<file path="src/rtl/dbuf_serial_tx_pkg.sv">
package dbuf_serial_tx_pkg;

    localparam int MIN_DATA   = 5;
    localparam int MAX_DATA   = 9;
    localparam int MAX_STOP   = 2;
    localparam int LEN_CODE_W = 3;
    // start + data + parity + stop bits
    localparam int FRAME_W    = 1 + MAX_DATA + 1 + MAX_STOP;
    localparam int CNT_W      = $clog2(FRAME_W + 1);

    typedef struct packed {
        logic [LEN_CODE_W-1:0] len_code;
        logic                  par_en;
        logic                  par_odd;
        logic                  stop2;
        logic                  msb_first;
    } line_cfg_t;

    typedef struct packed {
        logic [MAX_DATA-1:0] data;
        line_cfg_t           cfg;
    } tx_word_t;

    typedef struct packed {
        logic [FRAME_W-1:0] bits;   // bit 0 leaves the line first
        logic [CNT_W-1:0]   len;
    } tx_frame_t;

    function automatic int data_bits(input logic [LEN_CODE_W-1:0] code);
        if (int'(code) > MAX_DATA - MIN_DATA)
            return MAX_DATA;
        return MIN_DATA + int'(code);
    endfunction

    // Lay a word out in line order, padding unused tail positions with idle 1s.
    function automatic tx_frame_t build_frame(input tx_word_t w);
        tx_frame_t f;
        int        n;
        int        pos;
        int        src;
        logic      b;
        logic      par;
        n      = data_bits(w.cfg.len_code);
        f.bits = '1;
        f.bits[0] = 1'b0;
        par    = w.cfg.par_odd;
        for (int i = 0; i < MAX_DATA; i++) begin
            if (i < n) begin
                src = w.cfg.msb_first ? (n - 1 - i) : i;
                b   = w.data[src];
                par = par ^ b;
                f.bits[1 + i] = b;
            end
        end
        pos = 1 + n;
        if (w.cfg.par_en) begin
            f.bits[pos] = par;
            pos = pos + 1;
        end
        pos   = pos + (w.cfg.stop2 ? 2 : 1);
        f.len = CNT_W'(pos);
        return f;
    endfunction

endpackage

</file>
<file path="src/rtl/sertx_holding.sv">
module sertx_holding
    import dbuf_serial_tx_pkg::*;
(
    input  logic     clk,
    input  logic     rst,
    input  logic     wr_en,
    input  tx_word_t wr_word,
    input  logic     pop,
    output logic     full,
    output logic     accept,
    output tx_word_t word
);

    assign accept = wr_en & ~full;

    always_ff @(posedge clk) begin
        if (rst) begin
            full <= 1'b0;
            word <= '0;
        end else begin
            if (accept) begin
                full <= 1'b1;
                word <= wr_word;
            end else if (pop) begin
                full <= 1'b0;
            end
        end
    end

endmodule

</file>
<file path="src/rtl/sertx_shifter.sv">
module sertx_shifter
    import dbuf_serial_tx_pkg::*;
(
    input  logic     clk,
    input  logic     rst,
    input  logic     tick,
    input  logic     hold_full,
    input  tx_word_t hold_word,
    output logic     pop,
    output logic     frame_done,
    output logic     line
);

    logic               active;
    logic [FRAME_W-1:0] shreg;
    logic [CNT_W-1:0]   left;
    logic               on_last;
    logic               can_load;
    tx_frame_t          next_frame;

    always_comb next_frame = build_frame(hold_word);

    assign on_last    = active && (left == CNT_W'(1));
    assign can_load   = !active || on_last;
    assign pop        = tick && can_load && hold_full;
    assign frame_done = tick && on_last && !hold_full;
    assign line       = active ? shreg[0] : 1'b1;

    always_ff @(posedge clk) begin
        if (rst) begin
            active <= 1'b0;
            shreg  <= '1;
            left   <= '0;
        end else if (tick) begin
            if (pop) begin
                active <= 1'b1;
                shreg  <= next_frame.bits;
                left   <= next_frame.len;
            end else if (on_last) begin
                active <= 1'b0;
                shreg  <= '1;
                left   <= '0;
            end else if (active) begin
                shreg  <= {1'b1, shreg[FRAME_W-1:1]};
                left   <= left - CNT_W'(1);
            end
        end
    end

endmodule

</file>
<file path="src/rtl/sertx_status.sv">
module sertx_status (
    input  logic clk,
    input  logic rst,
    input  logic frame_done,
    input  logic accept,
    input  logic clr,
    output logic txc
);

    // Priority: accepted write clears, then end of frame sets, then clear strobe.
    always_ff @(posedge clk) begin
        if (rst)             txc <= 1'b0;
        else if (accept)     txc <= 1'b0;
        else if (frame_done) txc <= 1'b1;
        else if (clr)        txc <= 1'b0;
    end

endmodule

</file>
<file path="src/rtl/dbuf_serial_tx.sv">
module dbuf_serial_tx
    import dbuf_serial_tx_pkg::*;
(
    input  logic                  clk,
    input  logic                  rst,
    input  logic                  baud_tick,
    input  logic                  wr_en,
    input  logic [MAX_DATA-1:0]   wr_data,
    input  logic [LEN_CODE_W-1:0] cfg_len,
    input  logic                  cfg_par_en,
    input  logic                  cfg_par_odd,
    input  logic                  cfg_stop2,
    input  logic                  cfg_msb_first,
    input  logic                  txc_clr,
    output logic                  tx_line,
    output logic                  dre,
    output logic                  txc
);

    tx_word_t in_word;
    tx_word_t held_word;
    logic     hold_full;
    logic     accept;
    logic     pop;
    logic     frame_done;

    always_comb begin
        in_word.data          = wr_data;
        in_word.cfg.len_code  = cfg_len;
        in_word.cfg.par_en    = cfg_par_en;
        in_word.cfg.par_odd   = cfg_par_odd;
        in_word.cfg.stop2     = cfg_stop2;
        in_word.cfg.msb_first = cfg_msb_first;
    end

    sertx_holding u_hold (
        .clk     (clk),
        .rst     (rst),
        .wr_en   (wr_en),
        .wr_word (in_word),
        .pop     (pop),
        .full    (hold_full),
        .accept  (accept),
        .word    (held_word)
    );

    sertx_shifter u_shift (
        .clk        (clk),
        .rst        (rst),
        .tick       (baud_tick),
        .hold_full  (hold_full),
        .hold_word  (held_word),
        .pop        (pop),
        .frame_done (frame_done),
        .line       (tx_line)
    );

    sertx_status u_stat (
        .clk        (clk),
        .rst        (rst),
        .frame_done (frame_done),
        .accept     (accept),
        .clr        (txc_clr),
        .txc        (txc)
    );

    assign dre = ~hold_full;

endmodule

</file>
<file path="config.mk">
export PLATFORM = sky130hd
export DESIGN_NAME = dbuf_serial_tx
export DESIGN_NICKNAME = d
export VERILOG_FILES = /design/src/rtl/dbuf_serial_tx_pkg.sv /design/src/rtl/sertx_holding.sv /design/src/rtl/sertx_shifter.sv /design/src/rtl/sertx_status.sv /design/src/rtl/dbuf_serial_tx.sv
export SDC_FILE = /design/constraint.sdc
export NUM_CORES = 1
export LEC_CHECK = 0
export BUFFER_PORTS_ARGS = -buffer_cell sky130_fd_sc_hd__buf_2
export CORE_UTILIZATION = 55
export CTS_CLUSTER_SIZE = 10
export DETAILED_ROUTE_END_ITERATION = 16
export PLACE_DENSITY = 0.74
export SLEW_MARGIN = 20
export SYNTH_ARGS = -nofsm -noshare
export SYNTH_HDL_FRONTEND = slang
export SYNTH_SLANG_ARGS = --single-unit
</file>
<file path="constraint.sdc">
create_clock -name clk -period 9 [get_ports clk]
set_input_delay 2.7 -clock clk [delete_from_list [all_inputs] [get_ports clk]]
set_output_delay 2.7 -clock clk [all_outputs]
set_load 0.02 [all_outputs]
</file>
==> impl_results.html, run 1 <==
<table>
<tr><th>Metric</th><th>Value</th></tr>
<tr><th colspan="2">Setup path</th></tr>
<tr><td>Slowest-stage cell, CP</td><td>sky130_fd_sc_hd__dfxtp_1</td></tr>
<tr><td>Setup crit start kind</td><td>register</td></tr>
<tr><td>Critical path data required time</td><td>9.17 ns</td></tr>
<tr><td>Critical R2R Capture</td><td>u_shift.shreg[2]</td></tr>
<tr><td>Critical path class</td><td>reg2reg</td></tr>
<tr><td>Launching point of the worst reg2reg path</td><td>u_hold.word[4]</td></tr>
<tr><td>CP Launch Point</td><td>u_hold.word[4]</td></tr>
<tr><td>Critical Path End Type</td><td>register</td></tr>
<tr><td>Most common cell type on the critical path</td><td>sky130_fd_sc_hd__ha_1</td></tr>
<tr><td>Number of cells on the worst reg-to-reg path</td><td>17</td></tr>
<tr><td>Critical path arrival</td><td>5.48 ns</td></tr>
<tr><td>Crit path capture</td><td>u_shift.shreg[2]</td></tr>
<tr><td>Reg-to-reg slack, setup</td><td>3.70 ns</td></tr>
<tr><td>CP Depth</td><td>17</td></tr>
<tr><td>Cells along the critical path</td><td>inv_1 &gt; ha_1 &gt; nand2_1 &gt; ha_1 &gt; a21boi_0 &gt; ha_1 &gt; clkinv_1 &gt; or4_1 &gt; o211ai_1 &gt; mux2i_1 &gt; o31ai_1 &gt; xnor2_1 &gt; xnor2_2 &gt; xor2_2 &gt; mux2i_1 &gt; buf_4 &gt; o211ai_1</td></tr>
<tr><td>Max stage delay on crit path</td><td>0.59 ns</td></tr>
<tr><td>Max Fanout on Critical Path</td><td>14</td></tr>
<tr><td>Buf+Inv Stages, Crit Path</td><td>3</td></tr>
<tr><td>Cell type group with the largest total delay on the critical path</td><td>adder cells</td></tr>
<tr><th colspan="2">Power and ir drop</th></tr>
<tr><td>PnR Total Power</td><td>0.4944 mW</td></tr>
<tr><td>Worst vdd ir</td><td>0.00009308 V</td></tr>
<tr><td>Static leakage</td><td>1.395 nW</td></tr>
<tr><td>Total power divided by cell area</td><td>135.0 nW/um2</td></tr>
<tr><th colspan="2">Logic synthesis</th></tr>
<tr><td>FFs w/ async S/R, synth</td><td>0</td></tr>
<tr><td>Sequential area share after synthesis</td><td>0.2078</td></tr>
<tr><td>Ys Warns</td><td>0</td></tr>
<tr><td>Net count after synthesis</td><td>511</td></tr>
<tr><td>Distinct cell type count of the synthesized netlist</td><td>72</td></tr>
<tr><td>Summed instance area of the synthesized netlist</td><td>3468 um2</td></tr>
<tr><td>Mapped Cells</td><td>473</td></tr>
<tr><td>Number of enable-type register cells in the synthesized netlist</td><td>0</td></tr>
<tr><td>Post-synthesis average cell area</td><td>7.333 um2</td></tr>
<tr><td>Primary FF master, synth</td><td>sky130_fd_sc_hd__dfxtp_1</td></tr>
<tr><td>Post-synthesis register bit count</td><td>36</td></tr>
<tr><th colspan="2">Floorplan</th></tr>
<tr><td>Die height</td><td>81.41 um</td></tr>
<tr><td>Die outline width</td><td>81.41 um</td></tr>
<tr><td>I/O Pins</td><td>24</td></tr>
<tr><td>Die outline area</td><td>6628 um2</td></tr>
<tr><td>Initial standard-cell utilization of the core</td><td>0.5789</td></tr>
<tr><td>Area inside the core boundary</td><td>5991 um2</td></tr>
<tr><td>Row count</td><td>28</td></tr>
<tr><th colspan="2">Clocking</th></tr>
<tr><td>Clk sinks</td><td>36</td></tr>
<tr><td>Inserted Clock Buffers</td><td>5</td></tr>
<tr><td># hold bufs at CTS</td><td>0</td></tr>
<tr><td>Root buffer cell</td><td>sky130_fd_sc_hd__clkbuf_8</td></tr>
<tr><td>Clock input transition at the sequential cells of the worst setup and hold paths</td><td>0.08 ns</td></tr>
<tr><td>Number of buffers added for setup after CTS</td><td>0</td></tr>
<tr><td>CTS tree</td><td>built</td></tr>
<tr><td>Post-cts gate resize count</td><td>0</td></tr>
<tr><td>Worst-skew pair later-pin latency</td><td>0.29 ns</td></tr>
<tr><td>Number of levels in the clock H-tree</td><td>2</td></tr>
<tr><td>Maximum buffer depth of the clock tree</td><td>2</td></tr>
<tr><th colspan="2">Timing</th></tr>
<tr><td>Shortest clock period the worst path allows after layout</td><td>5.304 ns</td></tr>
<tr><td>Worst max-slew margin expressed relative to the limit</td><td>0.3635</td></tr>
<tr><td>RSZ-0062 raised after global routing</td><td>false</td></tr>
<tr><td>Final number of hold-violating endpoints</td><td>0</td></tr>
<tr><td>Final period util</td><td>0.5893</td></tr>
<tr><td>Max Clk Rate</td><td>0.1885 GHz</td></tr>
<tr><td>Setup TNS</td><td>0 ns</td></tr>
<tr><td>Final Max Tran Viols</td><td>0</td></tr>
<tr><td>Worst clock skew</td><td>0.007445 ns</td></tr>
<tr><td>Final number of setup-violating endpoints</td><td>0</td></tr>
<tr><td>Slew at the pin closest to its max-slew limit</td><td>0.9547 ns</td></tr>
<tr><td>Hold slack final</td><td>0.4983 ns</td></tr>
<tr><th colspan="2">Final layout</th></tr>
<tr><td>Finished Core Util</td><td>0.6115</td></tr>
<tr><td>Number of fill cells in the layout</td><td>529</td></tr>
<tr><td>Number of inserted diodes</td><td>0</td></tr>
<tr><td>Highest-count cells in the layout ignoring fill and taps</td><td>67 x sky130_fd_sc_hd__nand2_1, 49 x sky130_fd_sc_hd__a21oi_1, 36 x sky130_fd_sc_hd__dfxtp_1</td></tr>
<tr><td>Share of final-layout standard cells stronger than drive strength 1</td><td>0.1237</td></tr>
<tr><td>Leading cell type in the layout, fill and taps excluded</td><td>sky130_fd_sc_hd__nand2_1</td></tr>
<tr><td>Final cell count without fillers</td><td>552</td></tr>
<tr><td>Final #Nets</td><td>514</td></tr>
<tr><td>Signed area change from the synthesized netlist to the final layout</td><td>5.628%</td></tr>
<tr><th colspan="2">Detailed routing</th></tr>
<tr><td>Wire length after detailed routing</td><td>9755 um</td></tr>
<tr><td>Length of the first detailed-routing pass in iterations</td><td>5</td></tr>
<tr><td>Residual antenna-violating net count after detailed routing</td><td>0</td></tr>
<tr><td>Total via count in the routed design</td><td>3729</td></tr>
<tr><td>Post-detailed-route DRC marker count</td><td>0</td></tr>
<tr><td>Routed vias/inst</td><td>6.755</td></tr>
<tr><td>Violation count after the first detailed-route iteration</td><td>533</td></tr>
<tr><td>Average routed wire per standard cell</td><td>17.67 um</td></tr>
<tr><th colspan="2">GRT</th></tr>
<tr><td>Wire length of the first global-routing pass</td><td>16010 um</td></tr>
<tr><td>Global Route Usage Sum</td><td>0.3145</td></tr>
<tr><td>Initial antenna violation count</td><td>0</td></tr>
<tr><td>Number of global-route vias before repair</td><td>3261</td></tr>
<tr><td>Largest net degree at the start of global routing</td><td>34</td></tr>
<tr><td>Global route total overflow</td><td>0</td></tr>
<tr><th colspan="2">Run status</th></tr>
<tr><td>Outcome</td><td>finished, final reports clean</td></tr>
<tr><th colspan="2">Placed design</th></tr>
<tr><td>GPL Wtd Cong</td><td>0.9561</td></tr>
<tr><td>Detail Placement HPWL</td><td>7218 um</td></tr>
<tr><td>Post-placement cell count</td><td>544</td></tr>
<tr><td>Input/output buffers</td><td>23</td></tr>
<tr><th colspan="2">Min path</th></tr>
<tr><td>Hold Crit Class</td><td>reg2reg</td></tr>
<tr><th colspan="2">Flow run</th></tr>
<tr><td>Count of maximum capacitance violations</td><td>0</td></tr>
</table>
-- state kept, by name, indices dropped and copies added, names as in the netlist --
name / cells
u_shift.active: 1
u_stat.txc: 1
u_hold.word: 16
u_shift.shreg: 13
u_shift.left: 4
u_hold.full: 1
-- area by class of cell --
cell class                      count  area (um2)  area share
Multi-Input combinational cell    388        2542      0.6940
Sequential cell                    36       720.7      0.1967
Timing Repair Buffer               27       145.1     0.03962
Tap cell                           75       93.84     0.02561
Clock buffer                        7       86.33     0.02357
Inverter                           18       67.56     0.01844
Clock inverter                      1       7.507    0.002049
-- report_power, final --
group	switching, mW	total, mW	internal [mW]
logic	0.119	0.188	0.0689
registers	0.0136	0.184	0.170
clock network	0.0601	0.122	0.0623
-- per-layer routing --
layer  share of wire  GRT usage  wire [um]  vias to the layer above
met5               0          0          0                        -
met4           0.021     0.1054        204                        0
met3           0.080    0.05667        783                       23
met2            0.44     0.4717       4282                      203
met1            0.46     0.4488       4485                     1744
li1                -          -          -                     1759
-- worst register-to-register path, delay by kind of cell (launching register included) --
kind | cells | cell delay [ns]
AO/OA/AOI/OAI | 4 | 0.53
XOR/XNOR | 3 | 0.70
adder cells (fa/ha/maj) | 3 | 1.34
buffers and inverters | 3 | 0.67
flip-flops | 1 | 0.59
multiplexers | 2 | 0.51
AND/OR/NAND/NOR | 2 | 0.85
-- cells in the mapped netlist (4+ instances only) --
cell type,count,area (um2)
sky130_fd_sc_hd__inv_1,15,56.30
sky130_fd_sc_hd__nand4_1,12,75.07
sky130_fd_sc_hd__nand2_1,67,251.5
sky130_fd_sc_hd__xor2_1,4,35.03
sky130_fd_sc_hd__nand2b_1,6,37.54
sky130_fd_sc_hd__o21ai_0,22,110.1
sky130_fd_sc_hd__a211oi_1,10,75.07
sky130_fd_sc_hd__nor2_1,33,123.9
sky130_fd_sc_hd__nor4_1,6,37.54
sky130_fd_sc_hd__xnor2_1,7,61.31
sky130_fd_sc_hd__dfxtp_1,36,720.7
sky130_fd_sc_hd__o211ai_1,12,90.09
sky130_fd_sc_hd__mux2i_1,13,130.1
sky130_fd_sc_hd__clkbuf_1,20,75.07
sky130_fd_sc_hd__a31oi_1,5,31.28
sky130_fd_sc_hd__a21oi_1,49,245.2
sky130_fd_sc_hd__and3_1,10,62.56
sky130_fd_sc_hd__nor3_1,11,55.05
sky130_fd_sc_hd__buf_2,5,25.02
sky130_fd_sc_hd__o31ai_1,4,30.03
sky130_fd_sc_hd__a22oi_2,8,100.1
sky130_fd_sc_hd__nand3_1,12,60.06
sky130_fd_sc_hd__a21o_1,6,45.04
sky130_fd_sc_hd__or3_1,4,25.02
sky130_fd_sc_hd__and2_1,8,50.05
sky130_fd_sc_hd__ha_1,16,200.2
-- worst min-delay path by stage --
stage | slack, ns | depth (start not counted) | start | endpoint
global route | 0.54 | 2 | u_hold.word[14] | u_hold.word[14]
detailed placement | 0.49 | 2 | u_hold.word[13] | u_hold.word[13]
CTS | 0.50 | 2 | u_hold.word[13] | u_hold.word[13]
floorplan | 0.44 | 2 | u_hold.word[2] | u_hold.word[2]
finish | 0.50 | 2 | u_hold.word[13] | u_hold.word[13]
global placement | 0.48 | 2 | u_hold.word[13] | u_hold.word[13]
-- per-stage QoR --
stage / setup slack [ns] / instance area (um2)
after global placement: 3.991 / 3570
after CTS: 3.802 / 3664
after floorplan: 4.558 / 3468
final: 3.696 / 3664
after detailed placement: 3.820 / 3570
after global routing: 3.334 / 3664
-- logic make-up after synthesis --
group                      Yosys count  synth area share
DFF                                 36            0.2078
xor gates and xnor gates            13           0.03716
and+or+nand+nor                    184            0.2597
buffers and inverters               49           0.05916
muxes                               16           0.05375
AOI/OAI and AO/OA                  158            0.3189
adders and majority gates           17           0.06349
Power figures use the tool's default switching activity.
==> inputs of run 2 (changes only) <==
Clock period 9 ns to 5 ns, I/O delays scaled along.
==> run 2 against run 1 <==
Combinational power grew 90%. Cell count grew 2.2%. First-iteration DRC count shrank 15%. Critical path type unchanged.
==> impl_results.html, run 2 (synthesis gave the netlist of run 1 again) <==
<table>
<tr><th>Metric</th><th>Value</th></tr>
<tr><th colspan="2">Setup path</th></tr>
<tr><td>CP Depth</td><td>15 (-2)</td></tr>
<tr><td>Cell type group with the largest total delay on the critical path</td><td>compound AO/OA/AOI/OAI gates</td></tr>
<tr><td>Critical R2R Capture</td><td>u_shift.shreg[2]</td></tr>
<tr><td>Number of cells on the worst reg-to-reg path</td><td>15 (-2)</td></tr>
<tr><td>Buf+Inv Stages, Crit Path</td><td>3 (unchanged)</td></tr>
<tr><td>Launching point of the worst reg2reg path</td><td>u_hold.word[6]</td></tr>
<tr><td>Cells along the critical path</td><td>buf_4 &gt; nand2b_1 &gt; inv_2 &gt; ha_1 &gt; a21boi_1 &gt; or3_1 &gt; a2111oi_1 &gt; a311oi_1 &gt; o32ai_2 &gt; xor2_1 &gt; o21ai_2 &gt; xor2_2 &gt; mux2i_1 &gt; buf_4 &gt; o211ai_1</td></tr>
<tr><td>Slowest-stage cell, CP</td><td>sky130_fd_sc_hd__dfxtp_1</td></tr>
<tr><td>Max stage delay on crit path</td><td>0.60 ns (about the same)</td></tr>
<tr><td>Crit path capture</td><td>u_shift.shreg[2]</td></tr>
<tr><td>Critical Path End Type</td><td>register</td></tr>
<tr><td>Reg-to-reg slack, setup</td><td>0.29 ns (-3.41 ns)</td></tr>
<tr><td>Setup crit start kind</td><td>register</td></tr>
<tr><td>Max Fanout on Critical Path</td><td>12 (-2)</td></tr>
<tr><td>Critical path arrival</td><td>4.89 ns (-0.59 ns)</td></tr>
<tr><td>CP Launch Point</td><td>u_hold.word[6]</td></tr>
<tr><td>Most common cell type on the critical path</td><td>sky130_fd_sc_hd__buf_4</td></tr>
<tr><td>Critical path class</td><td>reg2reg</td></tr>
<tr><td>Critical path data required time</td><td>5.18 ns (-3.99 ns)</td></tr>
<tr><th colspan="2">GRT</th></tr>
<tr><td>Number of global-route vias before repair</td><td>3374 (+3.5%)</td></tr>
<tr><td>Global Route Usage Sum</td><td>0.3307 (+0.01621)</td></tr>
<tr><td>Wire length of the first global-routing pass</td><td>16810 um (+5.0%)</td></tr>
<tr><td>Initial antenna violation count</td><td>0 (unchanged)</td></tr>
<tr><td>Largest net degree at the start of global routing</td><td>34 (unchanged)</td></tr>
<tr><td>Global route total overflow</td><td>0 (unchanged)</td></tr>
<tr><th colspan="2">Clocking</th></tr>
<tr><td>CTS tree</td><td>built</td></tr>
<tr><td>Number of levels in the clock H-tree</td><td>2 (unchanged)</td></tr>
<tr><td>Root buffer cell</td><td>sky130_fd_sc_hd__clkbuf_8</td></tr>
<tr><td>Clock input transition at the sequential cells of the worst setup and hold paths</td><td>0.08 ns (about the same)</td></tr>
<tr><td># hold bufs at CTS</td><td>0 (unchanged)</td></tr>
<tr><td>Worst-skew pair later-pin latency</td><td>0.30 ns (about the same)</td></tr>
<tr><td>Inserted Clock Buffers</td><td>5 (unchanged)</td></tr>
<tr><td>Maximum buffer depth of the clock tree</td><td>2 (unchanged)</td></tr>
<tr><td>Clk sinks</td><td>36 (unchanged)</td></tr>
<tr><th colspan="2">Final layout</th></tr>
<tr><td>Sequential cell area</td><td>720.7 um2 (unchanged)</td></tr>
<tr><td>Register with the most flip-flops</td><td>u_hold.word</td></tr>
<tr><td>Number of flip-flops in the largest register</td><td>16 (unchanged)</td></tr>
<tr><td>Leading cell type in the layout, fill and taps excluded</td><td>sky130_fd_sc_hd__nand2_1</td></tr>
<tr><td>Combined area of the multi-input logic cells</td><td>2555 um2 (+0.49%)</td></tr>
<tr><td>Final cell count without fillers</td><td>564 (+2.2%)</td></tr>
<tr><td>Number of inserted diodes</td><td>0 (unchanged)</td></tr>
<tr><td>Share of final-layout standard cells stronger than drive strength 1</td><td>0.1493 (+0.02559)</td></tr>
<tr><td>Post-route cell area</td><td>3799 um2 (+3.7%)</td></tr>
<tr><td>Signed area change from the synthesized netlist to the final layout</td><td>9.524%</td></tr>
<tr><td>Final #Nets</td><td>526 (+2.3%)</td></tr>
<tr><td>Highest-count cells in the layout ignoring fill and taps</td><td>67 x sky130_fd_sc_hd__nand2_1, 49 x sky130_fd_sc_hd__a21oi_1, 36 x sky130_fd_sc_hd__dfxtp_1</td></tr>
<tr><td>Number of fill cells in the layout</td><td>528 (-0.19%)</td></tr>
<tr><td>Largest registers ranked by flip-flop count</td><td>u_hold.word (16), u_shift.shreg (13), u_shift.left (4)</td></tr>
<tr><th colspan="2">Floorplan</th></tr>
<tr><td>Die outline area</td><td>6628 um2 (unchanged)</td></tr>
<tr><td>Area inside the core boundary</td><td>5991 um2 (unchanged)</td></tr>
<tr><td>Die height</td><td>81.41 um (unchanged)</td></tr>
<tr><td>Initial standard-cell utilization of the core</td><td>0.5789 (unchanged)</td></tr>
<tr><td>Row count</td><td>28 (unchanged)</td></tr>
<tr><td>I/O Pins</td><td>24 (unchanged)</td></tr>
<tr><td>Die outline width</td><td>81.41 um (unchanged)</td></tr>
<tr><th colspan="2">Timing</th></tr>
<tr><td>Worst max-slew margin expressed relative to the limit</td><td>0.3736 (+0.01010)</td></tr>
<tr><td>Max Clk Rate</td><td>0.2123 GHz (+13%)</td></tr>
<tr><td>Final number of setup-violating endpoints</td><td>0 (unchanged)</td></tr>
<tr><td>Final number of hold-violating endpoints</td><td>0 (unchanged)</td></tr>
<tr><td>Post-layout worst setup margin</td><td>0.2907 ns (-3.405 ns)</td></tr>
<tr><td>Final period util</td><td>0.9419 (+0.3525)</td></tr>
<tr><td>Final Max Tran Viols</td><td>0 (unchanged)</td></tr>
<tr><td>Shortest clock period the worst path allows after layout</td><td>4.709 ns (-0.5946 ns)</td></tr>
<tr><td>RSZ-0062 raised after global routing</td><td>false</td></tr>
<tr><td>Worst clock skew</td><td>0.008261 ns (+0.0008163 ns)</td></tr>
<tr><td>Slew at the pin closest to its max-slew limit</td><td>0.9376 ns (-0.01707 ns)</td></tr>
<tr><td>Setup TNS</td><td>0 ns (unchanged)</td></tr>
<tr><th colspan="2">Placed design</th></tr>
<tr><td>GPL Wtd Cong</td><td>0.9603 (+0.44%)</td></tr>
<tr><td>Detail Placement HPWL</td><td>7717 um (+6.9%)</td></tr>
<tr><td>Placement Cell Area</td><td>3660 um2 (+2.5%)</td></tr>
<tr><td>Post-placement cell count</td><td>556 (+2.2%)</td></tr>
<tr><td>Input/output buffers</td><td>23 (unchanged)</td></tr>
<tr><td>Worst setup slack after placement</td><td>0.3145 ns (-3.506 ns)</td></tr>
<tr><th colspan="2">Detailed routing</th></tr>
<tr><td>Routed vias/inst</td><td>6.715 (-0.61%)</td></tr>
<tr><td>Violation count after the first detailed-route iteration</td><td>452 (-15%)</td></tr>
<tr><td>Residual antenna-violating net count after detailed routing</td><td>0 (unchanged)</td></tr>
<tr><td>Average routed wire per standard cell</td><td>18.29 um (+3.5%)</td></tr>
<tr><td>Total via count in the routed design</td><td>3787 (+1.6%)</td></tr>
<tr><td>Wire length after detailed routing</td><td>10320 um (+5.8%)</td></tr>
<tr><td>Length of the first detailed-routing pass in iterations</td><td>6 (+1)</td></tr>
<tr><td>Post-detailed-route DRC marker count</td><td>0 (unchanged)</td></tr>
<tr><th colspan="2">Power and ir drop</th></tr>
<tr><td>PnR Total Power</td><td>0.9733 mW (+97%)</td></tr>
<tr><td>Total power divided by cell area</td><td>256.2 nW/um2 (+90%)</td></tr>
<tr><td>Worst vdd ir</td><td>0.0002539 V (+170%)</td></tr>
<tr><td>Static leakage</td><td>1.475 nW (+5.8%)</td></tr>
<tr><th colspan="2">Min path</th></tr>
<tr><td>Hold Crit Class</td><td>reg2reg</td></tr>
<tr><td>WHS Path Cells</td><td>2 (unchanged)</td></tr>
<tr><th colspan="2">Flow run</th></tr>
<tr><td>Count of maximum capacitance violations</td><td>0 (unchanged)</td></tr>
<tr><th colspan="2">Run status</th></tr>
<tr><td>Outcome</td><td>finished, final reports clean</td></tr>
</table>
run 2: what timing repair did:
item,4_1_cts,5_1_grt
gates resized for setup,0,2
buffers inserted,0,0
setup endpoints to repair,0,11
run 2: worst reg2reg max path: stages, from the launching register on:
cell and delay, ns:
sky130_fd_sc_hd__dfxtp_1 0.60, sky130_fd_sc_hd__buf_4 0.25, sky130_fd_sc_hd__nand2b_1 0.36, sky130_fd_sc_hd__inv_2 0.07, sky130_fd_sc_hd__ha_1 0.30, sky130_fd_sc_hd__a21boi_1 0.22
sky130_fd_sc_hd__or3_1 0.50, sky130_fd_sc_hd__a2111oi_1 0.49, sky130_fd_sc_hd__a311oi_1 0.11, sky130_fd_sc_hd__o32ai_2 0.47, sky130_fd_sc_hd__xor2_1 0.14, sky130_fd_sc_hd__o21ai_2 0.21
sky130_fd_sc_hd__xor2_2 0.28, sky130_fd_sc_hd__mux2i_1 0.25, sky130_fd_sc_hd__buf_4 0.25, sky130_fd_sc_hd__o211ai_1 0.12
run 2: routing by layer:
layer	global-route usage	wire length, um	up-vias
met5	0	0	-
met2	0.5142	4576	221
met3	0.04778	905	45
li1	-	-	1777
met4	0.09821	330	0
met1	0.4694	4505	1744
run 2: cell type report:
class | count | share of cell area
Inverter | 18 | 0.01779
Sequential cell | 36 | 0.1897
Timing Repair Buffer | 39 | 0.06192
Multi-Input combinational cell | 388 | 0.6726
Clock inverter | 1 | 0.007905
Tap cell | 75 | 0.02470
Clock buffer | 7 | 0.02536
run 2: how the worst min path moves through the flow:
stage	start	to	slack, ns
6_report	u_shift.shreg[2]	u_shift.shreg[2]	0.49
5_1_grt	u_shift.shreg[2]	u_shift.shreg[2]	0.53
4_1_cts	u_shift.shreg[2]	u_shift.shreg[2]	0.50
3_5_place_dp	u_shift.shreg[2]	u_shift.shreg[2]	0.48
3_3_place_gp	u_shift.shreg[2]	u_shift.shreg[2]	0.47
2_1_floorplan	u_hold.word[2]	u_hold.word[2]	0.44
run 2: per-stage QoR:
step / util / hold slack [ns]
after global placement: 0.6109 / 0.4693
after CTS: 0.6320 / 0.4983
final: 0.6341 / 0.4946
after detailed placement: 0.6109 / 0.4786
after floorplan: - / 0.4446
after global routing: 0.6341 / 0.5303
run 2: power breakdown:
| part | internal (mW) | leakage, nW | switching [mW] |
|---|---|---|---|
| logic | 0.136 | 1.11 | 0.221 |
| registers | 0.307 | 0.296 | 0.0246 |
| clock network | 0.176 | 0.0645 | 0.109 |
==> inputs of run 3 (changes only) <==
Settings changed: PLACE_DENSITY 0.74 to 0.73, SYNTH_HIERARCHICAL from default to 1.
==> run 3 against run 2 <==
Critical path depth grew 1. Clock skew is essentially flat. Via count grew 3.8%. Core utilization shrank 4.3 points. Worst hold slack lost 0.023 ns.
==> impl_results.html, run 3 <==
<table>
<tr><th>Metric</th><th>Value</th></tr>
<tr><th colspan="2">Run status</th></tr>
<tr><td>Outcome</td><td>finished, final reports clean</td></tr>
<tr><th colspan="2">Setup path</th></tr>
<tr><td>Max Fanout on Critical Path</td><td>13 (+1)</td></tr>
<tr><td>Critical path data required time</td><td>5.18 ns (about the same)</td></tr>
<tr><td>Setup crit start kind</td><td>register</td></tr>
<tr><td>Critical Path End Type</td><td>register</td></tr>
<tr><td>Critical path arrival</td><td>4.95 ns (+0.06 ns)</td></tr>
<tr><td>Critical path class</td><td>reg2reg</td></tr>
<tr><th colspan="2">Timing</th></tr>
<tr><td>Max Clk Rate</td><td>0.2093 GHz (-1.4%)</td></tr>
<tr><td>Shortest clock period the worst path allows after layout</td><td>4.778 ns (+0.06910 ns)</td></tr>
<tr><td>Post-layout worst setup margin</td><td>0.2216 ns (-0.06910 ns)</td></tr>
<tr><td>Slew at the pin closest to its max-slew limit</td><td>0.7523 ns (-0.1854 ns)</td></tr>
<tr><td>Worst clock skew</td><td>0.008269 ns (+0.000007680 ns)</td></tr>
<tr><td>Final number of hold-violating endpoints</td><td>0 (unchanged)</td></tr>
<tr><td>Final number of setup-violating endpoints</td><td>0 (unchanged)</td></tr>
<tr><td>Setup TNS</td><td>0 ns (unchanged)</td></tr>
<tr><td>RSZ-0062 raised after global routing</td><td>false</td></tr>
<tr><td>Final period util</td><td>0.9557 (+0.01382)</td></tr>
<tr><td>Worst max-slew margin expressed relative to the limit</td><td>0.4949 (+0.1213)</td></tr>
<tr><td>Final Max Tran Viols</td><td>0 (unchanged)</td></tr>
<tr><th colspan="2">Floorplan</th></tr>
<tr><td>Die outline width</td><td>85.37 um (+4.9%)</td></tr>
<tr><td>Initial standard-cell utilization of the core</td><td>0.5657 (-0.01321)</td></tr>
<tr><td>I/O Pins</td><td>24 (unchanged)</td></tr>
<tr><td>Die outline area</td><td>7287 um2 (+10%)</td></tr>
<tr><td>Die height</td><td>85.37 um (+4.9%)</td></tr>
<tr><td>Row count</td><td>30 (+7.1%)</td></tr>
<tr><td>Area inside the core boundary</td><td>6756 um2 (+13%)</td></tr>
<tr><th colspan="2">Final layout</th></tr>
<tr><td>Final cell count without fillers</td><td>578 (+2.5%)</td></tr>
<tr><td>Highest-count cells in the layout ignoring fill and taps</td><td>45 x sky130_fd_sc_hd__o21ai_0, 38 x sky130_fd_sc_hd__nor2_1, 36 x sky130_fd_sc_hd__dfxtp_1</td></tr>
<tr><td>Number of flip-flops in the largest register</td><td>16 (unchanged)</td></tr>
<tr><td>Share of final-layout standard cells stronger than drive strength 1</td><td>0.1526 (+0.003326)</td></tr>
<tr><td>Finished Core Util</td><td>0.5913 (-0.04279)</td></tr>
<tr><td>Final #Nets</td><td>532 (+1.1%)</td></tr>
<tr><td>Register with the most flip-flops</td><td>u_hold/word</td></tr>
<tr><td>Number of inserted diodes</td><td>0 (unchanged)</td></tr>
<tr><td>Signed area change from the synthesized netlist to the final layout</td><td>4.517%</td></tr>
<tr><td>Largest registers ranked by flip-flop count</td><td>u_hold/word (16), u_shift/shreg (13), u_shift/left (4)</td></tr>
<tr><td>Leading cell type in the layout, fill and taps excluded</td><td>sky130_fd_sc_hd__o21ai_0</td></tr>
<tr><th colspan="2">Logic synthesis</th></tr>
<tr><td>Mapped Cells</td><td>497 (+5.1%)</td></tr>
<tr><td>Ys Warns</td><td>6 (+6)</td></tr>
<tr><td>Most instantiated cells after synthesis</td><td>46 x sky130_fd_sc_hd__o21ai_0, 38 x sky130_fd_sc_hd__nor2_1, 36 x sky130_fd_sc_hd__dfxtp_1</td></tr>
<tr><td>Most repeated cell in the gate-level netlist after synthesis</td><td>sky130_fd_sc_hd__o21ai_0</td></tr>
<tr><td>Number of enable-type register cells in the synthesized netlist</td><td>0 (unchanged)</td></tr>
<tr><td>FFs w/ async S/R, synth</td><td>0 (unchanged)</td></tr>
<tr><td>Primary FF master, synth</td><td>sky130_fd_sc_hd__dfxtp_1</td></tr>
<tr><td>Fraction of post-synthesis cell area in the top cell type by area</td><td>0.1885 (-0.01925)</td></tr>
<tr><td>Summed instance area of the synthesized netlist</td><td>3822 um2 (+10%)</td></tr>
<tr><td>Top cells by area in the synthesized netlist</td><td>sky130_fd_sc_hd__dfxtp_1 19%, sky130_fd_sc_hd__o21ai_0 6.0%, sky130_fd_sc_hd__nand4bb_1 4.7%, sky130_fd_sc_hd__a21oi_1 4.6%, sky130_fd_sc_hd__ha_1 4.3%</td></tr>
<tr><td>Post-synthesis register bit count</td><td>36 (unchanged)</td></tr>
<tr><td>Distinct cell type count of the synthesized netlist</td><td>81 (+13%)</td></tr>
<tr><td>Sequential area share after synthesis</td><td>0.1885 (-0.01925)</td></tr>
<tr><td>Cell type contributing the most total cell area after synthesis</td><td>sky130_fd_sc_hd__dfxtp_1</td></tr>
<tr><td>Post-synthesis average cell area</td><td>7.691 um2 (+4.9%)</td></tr>
<tr><td>Net count after synthesis</td><td>532 (+4.1%)</td></tr>
<tr><th colspan="2">GRT</th></tr>
<tr><td>Global Route Usage Sum</td><td>0.2830 (-0.04768)</td></tr>
<tr><td>Wire length of the first global-routing pass</td><td>16680 um (-0.74%)</td></tr>
<tr><td>Initial antenna violation count</td><td>0 (unchanged)</td></tr>
<tr><td>Number of global-route vias before repair</td><td>3479 (+3.1%)</td></tr>
<tr><td>Largest net degree at the start of global routing</td><td>55 (+62%)</td></tr>
<tr><td>Global route total overflow</td><td>0 (unchanged)</td></tr>
<tr><th colspan="2">Detailed routing</th></tr>
<tr><td>Residual antenna-violating net count after detailed routing</td><td>0 (unchanged)</td></tr>
<tr><td>Wire length after detailed routing</td><td>10140 um (-1.7%)</td></tr>
<tr><td>Length of the first detailed-routing pass in iterations</td><td>5 (-1)</td></tr>
<tr><td>Post-detailed-route DRC marker count</td><td>0 (unchanged)</td></tr>
<tr><td>Average routed wire per standard cell</td><td>17.54 um (-4.1%)</td></tr>
<tr><td>Violation count after the first detailed-route iteration</td><td>352 (-22%)</td></tr>
<tr><td>Routed vias/inst</td><td>6.803 (+1.3%)</td></tr>
<tr><td>Total via count in the routed design</td><td>3932 (+3.8%)</td></tr>
<tr><th colspan="2">Min path</th></tr>
<tr><td>Hold Crit Class</td><td>reg2reg</td></tr>
<tr><th colspan="2">Clocking</th></tr>
<tr><td>CTS tree</td><td>built</td></tr>
<tr><td>Worst-skew pair later-pin latency</td><td>0.29 ns (about the same)</td></tr>
<tr><td>Inserted Clock Buffers</td><td>5 (unchanged)</td></tr>
<tr><td>Number of levels in the clock H-tree</td><td>2 (unchanged)</td></tr>
<tr><td>Number of buffers added for setup after CTS</td><td>0 (unchanged)</td></tr>
<tr><td># hold bufs at CTS</td><td>0 (unchanged)</td></tr>
<tr><td>Post-cts gate resize count</td><td>0 (unchanged)</td></tr>
<tr><td>Root buffer cell</td><td>sky130_fd_sc_hd__clkbuf_8</td></tr>
<tr><td>Clock input transition at the sequential cells of the worst setup and hold paths</td><td>0.08 ns (about the same)</td></tr>
<tr><td>Clk sinks</td><td>36 (unchanged)</td></tr>
<tr><td>Maximum buffer depth of the clock tree</td><td>2 (unchanged)</td></tr>
<tr><th colspan="2">Placed design</th></tr>
<tr><td>Post-placement cell count</td><td>570 (+2.5%)</td></tr>
<tr><td>GPL Wtd Cong</td><td>0.9612 (about the same)</td></tr>
<tr><td>Input/output buffers</td><td>23 (unchanged)</td></tr>
<tr><td>Detail Placement HPWL</td><td>7376 um (-4.4%)</td></tr>
<tr><td>Worst setup slack after placement</td><td>0.2964 ns (-0.01809 ns)</td></tr>
<tr><th colspan="2">Flow run</th></tr>
<tr><td>Count of maximum capacitance violations</td><td>0 (unchanged)</td></tr>
<tr><th colspan="2">Power and ir drop</th></tr>
<tr><td>Total power divided by cell area</td><td>240.2 nW/um2 (-6.3%)</td></tr>
<tr><td>Static leakage</td><td>1.472 nW (-0.22%)</td></tr>
<tr><td>Worst vdd ir</td><td>0.0002169 V (-15%)</td></tr>
</table>
[run 3: path summary, 6_finish.rpt]
path | to | slack, ns | startpoint | cells past startpoint
setup / recovery | u_shift/shreg[3] | 0.22 | u_hold/word[4] | 16
hold / removal | u_shift/shreg[11] | 0.47 | u_shift/shreg[11] | 1
setup reg to reg | u_shift/shreg[3] | 0.22 | u_hold/word[4] | 16
hold reg to reg | u_shift/shreg[11] | 0.47 | u_shift/shreg[11] | 1
[run 3: area by class of cell]
class | instances | area [um2]
fillers | 611 | 2761
inverters | 16 | 60.06
repair buffers | 36 | 225.2
well taps | 80 | 100.1
clock inverters | 1 | 7.507
clock buffers | 7 | 86.33
flip-flops and latches | 36 | 720.7
multi-input cells | 402 | 2795
[run 3: cell families (layout without fill, tap and decap cells)]
family | Yosys count | after routing | synth area share
XOR/XNOR | 14 | 14 | 0.03961
flip-flops | 36 | 36 | 0.1885
buffers and inverters | 59 | 60 | 0.08020
adder cells (fa/ha/maj) | 14 | 14 | 0.04779
AO/OA/AOI/OAI | 178 | 178 | 0.3159
multiplexers | 16 | 16 | 0.04943
AND/OR/NAND/NOR | 180 | 180 | 0.2786
[run 3: routing by layer]
layer,up-vias,global-route usage,routed length [um]
met5,-,0,0
met4,0,0.1015,249
met3,31,0.04183,775
met2,198,0.4531,4586
met1,1844,0.3880,4528
li1,1859,-,-
[run 3: where the power goes]
| part | leakage (nW) | internal (mW) | switching [mW] |
|---|---|---|---|
| combinational | 1.13 | 0.165 | 0.244 |
| clock | 0.0445 | 0.112 | 0.105 |
| sequential | 0.296 | 0.307 | 0.0264 |
| total | 1.47 | 0.584 | 0.375 |
[run 3: critical path, cell delays in order (launching register included)]
cell and delay, ns:
sky130_fd_sc_hd__dfxtp_1 0.32, sky130_fd_sc_hd__inv_2 0.11, sky130_fd_sc_hd__ha_1 0.17, sky130_fd_sc_hd__nand2b_1 0.27, sky130_fd_sc_hd__nand2_1 0.20, sky130_fd_sc_hd__ha_1 0.64, sky130_fd_sc_hd__mux2_1 0.39, sky130_fd_sc_hd__nor4bb_1 0.39
sky130_fd_sc_hd__a211oi_2 0.12, sky130_fd_sc_hd__nor3_2 0.22, sky130_fd_sc_hd__a21oi_1 0.15, sky130_fd_sc_hd__and3_1 0.20, sky130_fd_sc_hd__nor4_2 0.26, sky130_fd_sc_hd__xnor3_1 0.40, sky130_fd_sc_hd__xnor3_2 0.39, sky130_fd_sc_hd__a41oi_1 0.14
sky130_fd_sc_hd__or3_1 0.31
[run 3: per-stage QoR]
stage / power (mW) / hold slack, ns / instance area (um2)
6_report: 0.9595 / 0.4714 / 3995
5_1_grt: 1.016 / 0.4923 / 3995
4_1_cts: 0.9546 / 0.4709 / 3995
3_5_place_dp: 0.7381 / 0.4536 / 3901
3_3_place_gp: 0.7350 / 0.4407 / 3901
2_1_floorplan: 0.6593 / 0.4300 / 3822
